--- src/rtl/xpg_pkg.sv ---
package xpg_pkg;
  typedef enum logic [1:0] {
    MODE_XOR  = 2'b00,
    MODE_XNOR = 2'b01,
    MODE_ODD  = 2'b10,
    MODE_EVEN = 2'b11
  } xpg_mode_e;

  // {valid, value}
  localparam logic [1:0] SIG_FLOAT = 2'b00;
  localparam logic [1:0] SIG_ERR   = 2'b01;
  localparam logic [1:0] SIG_ZERO  = 2'b10;
  localparam logic [1:0] SIG_ONE   = 2'b11;
endpackage

--- src/rtl/xpg_tally.sv ---
module xpg_tally #(
  parameter int N_INPUTS = 4
) (
  input  logic [N_INPUTS-1:0] valid_i,
  input  logic [N_INPUTS-1:0] value_i,
  output logic                any_err_o,
  output logic                any_part_o,
  output logic                exactly_one_o,
  output logic                parity_o
);
  // saturating count of participating ones: 0, 1, 2+
  logic [1:0] ones_sat;

  always_comb begin
    any_err_o  = 1'b0;
    any_part_o = 1'b0;
    parity_o   = 1'b0;
    ones_sat   = 2'd0;
    for (int j = 0; j < N_INPUTS; j++) begin
      if (!valid_i[j] && value_i[j]) any_err_o = 1'b1;
      if (valid_i[j]) any_part_o = 1'b1;
      if (valid_i[j] && value_i[j]) begin
        parity_o = ~parity_o;
        if (ones_sat != 2'd2) ones_sat = ones_sat + 2'd1;
      end
    end
    exactly_one_o = (ones_sat == 2'd1);
  end
endmodule

--- src/rtl/xpg_resolve.sv ---
module xpg_resolve
  import xpg_pkg::*;
(
  input  logic [1:0] mode_i,
  input  logic       any_err_i,
  input  logic       any_part_i,
  input  logic       exactly_one_i,
  input  logic       parity_i,
  output logic       valid_o,
  output logic       value_o
);
  always_comb begin
    if (any_err_i) begin
      {valid_o, value_o} = SIG_ERR;
    end else if (!any_part_i) begin
      {valid_o, value_o} = SIG_FLOAT;
    end else begin
      valid_o = 1'b1;
      unique case (xpg_mode_e'(mode_i))
        MODE_XOR:  value_o = exactly_one_i;
        MODE_XNOR: value_o = ~exactly_one_i;
        MODE_ODD:  value_o = parity_i;
        MODE_EVEN: value_o = ~parity_i;
        default:   value_o = 1'b0;
      endcase
    end
  end

  always_comb begin
    if (exactly_one_i) AST_ONE_IMPLIES_ODD: assert (parity_i);
  end
endmodule

--- src/rtl/xpg_gate.sv ---
module xpg_gate
  import xpg_pkg::*;
#(
  parameter int N_INPUTS = 4,
  parameter int WIDTH    = 3
) (
  input  logic [N_INPUTS*WIDTH-1:0] in_valid_i,
  input  logic [N_INPUTS*WIDTH-1:0] in_value_i,
  input  logic [1:0]                mode_i,
  output logic [WIDTH-1:0]          out_valid_o,
  output logic [WIDTH-1:0]          out_value_o
);
  localparam int TOTAL = N_INPUTS * WIDTH;

  for (genvar b = 0; b < WIDTH; b++) begin : g_bit
    logic [N_INPUTS-1:0] lane_valid;
    logic [N_INPUTS-1:0] lane_value;
    logic                any_err;
    logic                any_part;
    logic                exactly_one;
    logic                parity;

    for (genvar k = 0; k < N_INPUTS; k++) begin : g_lane
      assign lane_valid[k] = in_valid_i[k*WIDTH+b];
      assign lane_value[k] = in_value_i[k*WIDTH+b];
    end

    xpg_tally #(.N_INPUTS(N_INPUTS)) u_tally (
      .valid_i       (lane_valid),
      .value_i       (lane_value),
      .any_err_o     (any_err),
      .any_part_o    (any_part),
      .exactly_one_o (exactly_one),
      .parity_o      (parity)
    );

    xpg_resolve u_resolve (
      .mode_i        (mode_i),
      .any_err_i     (any_err),
      .any_part_i    (any_part),
      .exactly_one_i (exactly_one),
      .parity_i      (parity),
      .valid_o       (out_valid_o[b]),
      .value_o       (out_value_o[b])
    );
  end

  // port-level checks on each position
  always_comb begin
    for (int b = 0; b < WIDTH; b++) begin
      logic err_seen;
      logic all_float;
      err_seen  = 1'b0;
      all_float = 1'b1;
      for (int k = 0; k < N_INPUTS; k++) begin
        if ({in_valid_i[k*WIDTH+b], in_value_i[k*WIDTH+b]} == SIG_ERR) err_seen = 1'b1;
        if ({in_valid_i[k*WIDTH+b], in_value_i[k*WIDTH+b]} != SIG_FLOAT) all_float = 1'b0;
      end
      if (err_seen) AST_ERR_WINS: assert ({out_valid_o[b], out_value_o[b]} == SIG_ERR);
      if (all_float) AST_ALL_FLOAT: assert ({out_valid_o[b], out_value_o[b]} == SIG_FLOAT);
      if (!err_seen) AST_NO_SPURIOUS_ERR: assert ({out_valid_o[b], out_value_o[b]} != SIG_ERR);
    end
  end

  initial AST_SIZE_OK: assert (TOTAL == N_INPUTS * WIDTH && N_INPUTS >= 1);
endmodule

--- config.mk ---
export PLATFORM = sky130hd
export DESIGN_NAME = xpg_gate
export DESIGN_NICKNAME = d
export VERILOG_FILES = /design/src/rtl/xpg_pkg.sv /design/src/rtl/xpg_tally.sv /design/src/rtl/xpg_resolve.sv /design/src/rtl/xpg_gate.sv
export SDC_FILE = /design/constraint.sdc
export NUM_CORES = 1
export LEC_CHECK = 0
export ABC_AREA = 1
export BUFFER_PORTS_ARGS = -buffer_cell sky130_fd_sc_hd__clkbuf_2
export CORE_UTILIZATION = 50
export DETAILED_ROUTE_END_ITERATION = 6
export PLACE_DENSITY_LB_ADDON = 0.05
export SETUP_SLACK_MARGIN = 0.05
export SYNTH_ARGS = -nofsm -noshare
export SYNTH_HDL_FRONTEND = slang
export SYNTH_SLANG_ARGS = --single-unit
export TNS_END_PERCENT = 10
--- constraint.sdc ---
create_clock -name vclk -period 3.2
set_input_delay 0.64 -clock vclk [all_inputs]
set_output_delay 0.64 -clock vclk [all_outputs]
set_load 0.01 [all_outputs]
### Yosys cells after proc, flatten, opt, wreduce, memory -nomap -nowiden

Cells that the tools add are included.

* bitwise logic cells: 15
* equal/unequal tests: 15
* muxes and demuxes: 72
* add/sub/neg operators: 9
* reduce and logical (&&, ||, !) cells: 37

Operators with widths (count)
* 1-bit 2-to-1 mux: 51
* 2-bit 2-to-1 mux: 18
* 1-bit logical AND: 24
* 1-bit inverter: 15
* 2-bit by 1-bit adder with 2-bit output, second input constant: 6
* 1-bit logical NOT: 12
* 2-bit != test, second input constant: 6
* 1-bit case mux with 4 select lines: 3
* 2-bit by 1-bit == test with 1-bit output, second input constant: 4
* 1-bit by 1-bit adder with 2-bit output, second input constant: 3
* 1-bit by 2-bit != test with 1-bit output, second input constant: 3
* 2-bit == test, second input constant: 2
* 2-bit logical NOT: 1

* bits of input ports: 26
* register bits after elaboration: 0
* output and inout bits: 6

### Logic depth before layout (Yosys ltp)

* depth in word-level cells: 16
* gate-level depth with buffers: 16
* gate-level depth less buffers: 15

### Cells and area by module

A second synthesis with hierarchy kept.

* cells, all modules: 162
* area total of the unflattened synthesis: 765.7 um^2

By module, submodules not included
* xpg_tally: sequential area each 0.0 um^2, cells each 39, area each 195.2 um^2, instances 3
* xpg_resolve: sequential area each 0.0 um^2, cells each 15, area each 60.1 um^2, instances 3

### Worst setup path before layout

No wires, ideal clock.

* path kind: input to output
* from: input in_value_i[0]
* to: output out_value_o[0]
* data required time: 2.560 ns
* buffers on the path: 1
* stages on the path: 16
* slack: 0.384 ns
* data arrival time: 2.176 ns
* cells stage by stage: nand2_1 > inv_1 > ha_1 > inv_1 > nand2_2 > nand2_1 > ha_1 > inv_1 > nand2_1 > a21oi_1 > nand2_2 > nand2_1 > nand2_1 > nand3_1 > nand2_1 > buf_4

* longest elaborated chain between the ends: 16
* elaborated cells between the ends (all ways): 32
* those cells by class: 3 x add/sub; 4 x eq/ne; 18 x mux; 5 x bitwise; 2 x reduce/logical

Ends and longest elaborated chain
* start, declared: line xpg_gate.sv:8 `input logic [N_INPUTS*WIDTH-1:0] in_value_i,`
* 1-bit logical AND: line xpg_tally.sv:22 `if (valid_i[j] && value_i[j]) begin`
* 1-bit 2-to-1 mux: line xpg_tally.sv:22
* 1-bit by 1-bit adder with 2-bit output or 1-bit by 2-bit != test with 1-bit output (tied branches): line xpg_tally.sv:24 `if (ones_sat != 2'd2) ones_sat = ones_sat + 2'd1;`
* 2-bit 2-to-1 mux: line xpg_tally.sv:24
* 2-bit 2-to-1 mux: line xpg_tally.sv:22
* 2-bit by 1-bit adder with 2-bit output or 2-bit != test (tied branches): line xpg_tally.sv:24
* 2-bit 2-to-1 mux: line xpg_tally.sv:24
* 2-bit 2-to-1 mux: line xpg_tally.sv:22
* 2-bit by 1-bit adder with 2-bit output or 2-bit != test (tied branches): line xpg_tally.sv:24
* 2-bit 2-to-1 mux: line xpg_tally.sv:24
* 2-bit 2-to-1 mux: line xpg_tally.sv:22
* 2-bit by 1-bit == test with 1-bit output: line xpg_tally.sv:27 `exactly_one_o = (ones_sat == 2'd1);`
* 1-bit inverter: line xpg_resolve.sv:21 `MODE_XNOR: value_o = ~exactly_one_i;`
* 1-bit case mux with 4 select lines: line xpg_resolve.sv:19 `unique case (xpg_mode_e'(mode_i))`
* 1-bit 2-to-1 mux: line xpg_resolve.sv:15 `end else if (!any_part_i) begin`
* 1-bit 2-to-1 mux *: line xpg_resolve.sv:13 `if (any_err_i) begin`
* end, declared: line xpg_gate.sv:11 `output logic [WIDTH-1:0] out_value_o`

Mark *: on every way between the ends. The rest lies on a longest branch, timed or not.

### Worst setup path in the final report

* from: input in_valid_i[3]
* to: output out_value_o[0]

* longest elaborated chain between the ends: 13
* elaborated cells between the ends (all ways): 29
* those cells by class: 2 x add/sub; 3 x eq/ne; 17 x mux; 4 x bitwise; 3 x reduce/logical

Ends and longest elaborated chain
* start, declared: line xpg_gate.sv:7 `input logic [N_INPUTS*WIDTH-1:0] in_valid_i,`
* 1-bit logical AND: line xpg_tally.sv:22
* 2-bit 2-to-1 mux: line xpg_tally.sv:22
* 2-bit by 1-bit adder with 2-bit output or 2-bit != test (tied branches): line xpg_tally.sv:24
* 2-bit 2-to-1 mux: line xpg_tally.sv:24
* 2-bit 2-to-1 mux: line xpg_tally.sv:22
* 2-bit by 1-bit adder with 2-bit output or 2-bit != test (tied branches): line xpg_tally.sv:24
* 2-bit 2-to-1 mux: line xpg_tally.sv:24
* 2-bit 2-to-1 mux: line xpg_tally.sv:22
* 2-bit by 1-bit == test with 1-bit output: line xpg_tally.sv:27
* 1-bit inverter: line xpg_resolve.sv:21
* 1-bit case mux with 4 select lines: line xpg_resolve.sv:19
* 1-bit 2-to-1 mux: line xpg_resolve.sv:15
* 1-bit 2-to-1 mux *: line xpg_resolve.sv:13

Marked as above.

==> impl_metrics.env <==
export IMPL_grtUsageTotal_pct=17.8
export IMPL_number_of_drc_violations_after_detailed_routing=0
export IMPL_fmax_ghz=0.331
export IMPL_timing_hold_ws_ns=1.69
export IMPL_synth_cell_types=21
export IMPL_die_height_um=39.5
export IMPL_first_global_vias=557
export IMPL_grt_start_max_net_pins=6
export IMPL_fin_nets=189
export IMPL_detailed_place_hpwl_um=1240
export IMPL_worstPathMaxFanout=4
export IMPL_timing_max_slew_rel_slack_pct=75.5
export IMPL_first_pass_iters=4
export IMPL_io_pin_count=32
export IMPL_run_status="finished, final reports clean"
export IMPL_die_area_um2=1560
export IMPL_post_synth_cell_area_avg_um2=5.59
export IMPL_layout_cells_most_common_list="32 x clkbuf_2, 27 x inv_1, 25 x nand2_1"
export IMPL_port_buffer_count=32
export IMPL_drv_slew=0
export IMPL_preCtsSetupSlack_ns=0.183
export IMPL_hp_start="mode_i[0]"
export IMPL_final_hold_violation_count=0
export IMPL_sequential_cell_area_um2=0
export IMPL_power_ir_vdd_worst_mv=0.0694
export IMPL_fin_ws_ns=0.176
export IMPL_global_route_wire_length_before_repair_um=2040
export IMPL_setup_total_negative_slack_ns=0
export IMPL_final_common_cell="clkbuf_2"
export IMPL_max_cap_violations=0
export IMPL_synthToLayoutAreaGrowth_pct=19.0
export IMPL_crit_arrival_ns=2.38
export IMPL_finalWirelength_um=1370
export IMPL_vias_per_cell=4.77
export IMPL_power_leakage_nw=0.561
export IMPL_seq_cells=0
export IMPL_synth_cell_area_um2=704
export IMPL_initial_utilization_pct=54.1
export IMPL_worst_setup_path_type="in2out"
export IMPL_floorplan_die_width_um=39.5
export IMPL_rsz0062_at_grt="yes"
export IMPL_wire_length_per_cell_after_detailed_routing_um=8.23
export IMPL_grt_overflow=0
export IMPL_synthesis_instances=126
export IMPL_drt_first_iter_violations=11
export IMPL_cts_hold_buffers=0
export IMPL_critPathLaunch="in_valid_i[3]"
export IMPL_cp_data_required_time_ns=2.56
export IMPL_fraction_of_final_layout_cells_with_drive_strength_greater_than_1_pct=31.6
export IMPL_proportion_of_synthesized_chip_area_in_sequential_cells_pct=0
export IMPL_cp_end_kind="output pin"
export IMPL_number_of_antenna_violations_at_the_first_check_in_global_routing=0
export IMPL_tcrit_tclk_final_pct=94.5
export IMPL_gpl_final_weighted_congestion=0.778
export IMPL_n_antenna_cell=0
export IMPL_synthesis_yosys_warnings=0
export IMPL_synthesis_nets=161
export IMPL_worst_setup_path_start_kind="input port"
export IMPL_clock_buffer_cells=0
export IMPL_post_drt_antenna_nets=0
export IMPL_postPlaceCellArea_um2=838
export IMPL_worst_hold_path_type="in2out"
export IMPL_power_density_cell_area_nw_per_um2=147
export IMPL_timing_final_crit_period_ns=3.02
export IMPL_finalSetupViolCount=0
export IMPL_fp_coreArea_um2=1300
export IMPL_via_count=796
export IMPL_core_rowCount=13
export IMPL_postLayoutCellArea_um2=838
export IMPL_worst_pin_slew_ns=0.365
-- final cells by class --
class	count	area, um^2
Fill cell	140	463
Multi-Input combinational cell	90	547
Tap cell	15	18.8
Inverter	30	113
Timing Repair Buffer	32	160
-- layer usage --
metal  track usage (%)  wire [um]
met3                 0         90
met4                 0          0
met2              32.8        573
met5                 0          0
met1              24.0        710
-- critical path: stages --
cell and delay, ns:
clkbuf_2 0.10, nand2_1 0.12, inv_1 0.08, ha_1 0.30
inv_1 0.05, nand2_2 0.09, nand2_1 0.06, ha_1 0.28
inv_1 0.05, nand2_1 0.04, a21oi_1 0.16, nand2_2 0.07
nand2_1 0.05, nand2_1 0.04, nand3_1 0.06, nand2_1 0.05
clkbuf_2 0.12
-- worst paths after layout --
path	end	cells after the start	slack, ns
max	out_value_o[0]	17	0.18
min	out_value_o[0]	5	1.69
-- what timing repair did --
item,4_1_cts,5_1_grt
resized for setup,0,1
endpoints found under the setup margin,0,2
setup buffers,0,0
-- cell usage after synthesis --
master | count | area (um^2)
inv_1 | 27 | 101
nand2_1 | 25 | 93.8
ha_1 | 9 | 113
nand2_2 | 9 | 56.3
nand3_1 | 9 | 45.0
nor2_1 | 7 | 26.3
buf_4 | 6 | 45.0
o22ai_1 | 6 | 37.5
a21oi_1 | 4 | 20.0
nand3_2 | 4 | 40.0
o21ai_0 | 4 | 20.0
a21boi_0 | 2 | 15.0
inv_2 | 2 | 7.51
nand3b_1 | 2 | 15.0
nor3_1 | 2 | 10.0
nor4_1 | 2 | 12.5
xor2_1 | 2 | 17.5
a31oi_1 | 1 | 6.26
clkinv_1 | 1 | 3.75
nand2_4 | 1 | 11.3
nor3b_1 | 1 | 7.51
-- logic make-up after synthesis --
group | synth area share (%)
buffers and inverters | 22.4
xor gates and xnor gates | 2.49
and+or+nand+nor | 45.1
AOI/OAI and AO/OA | 14.0
adders and majority gates | 16.0
-- stage by stage --
stage | utilization, % | instances | power (mW)
floorplan | - | 126 | 0.0907
detailed placement | 64.4 | 167 | 0.123
global route | 64.4 | 167 | 0.143
global placement | 64.4 | 167 | 0.120
CTS | 64.4 | 167 | 0.124
finish | 64.4 | 167 | 0.123
-- power breakdown --
group | switching [mW] | internal, mW
registers | 0 | 0
logic | 0.0694 | 0.0538
clock network | 0 | 0
No activity file was read; power rests on OpenSTA's default activity.
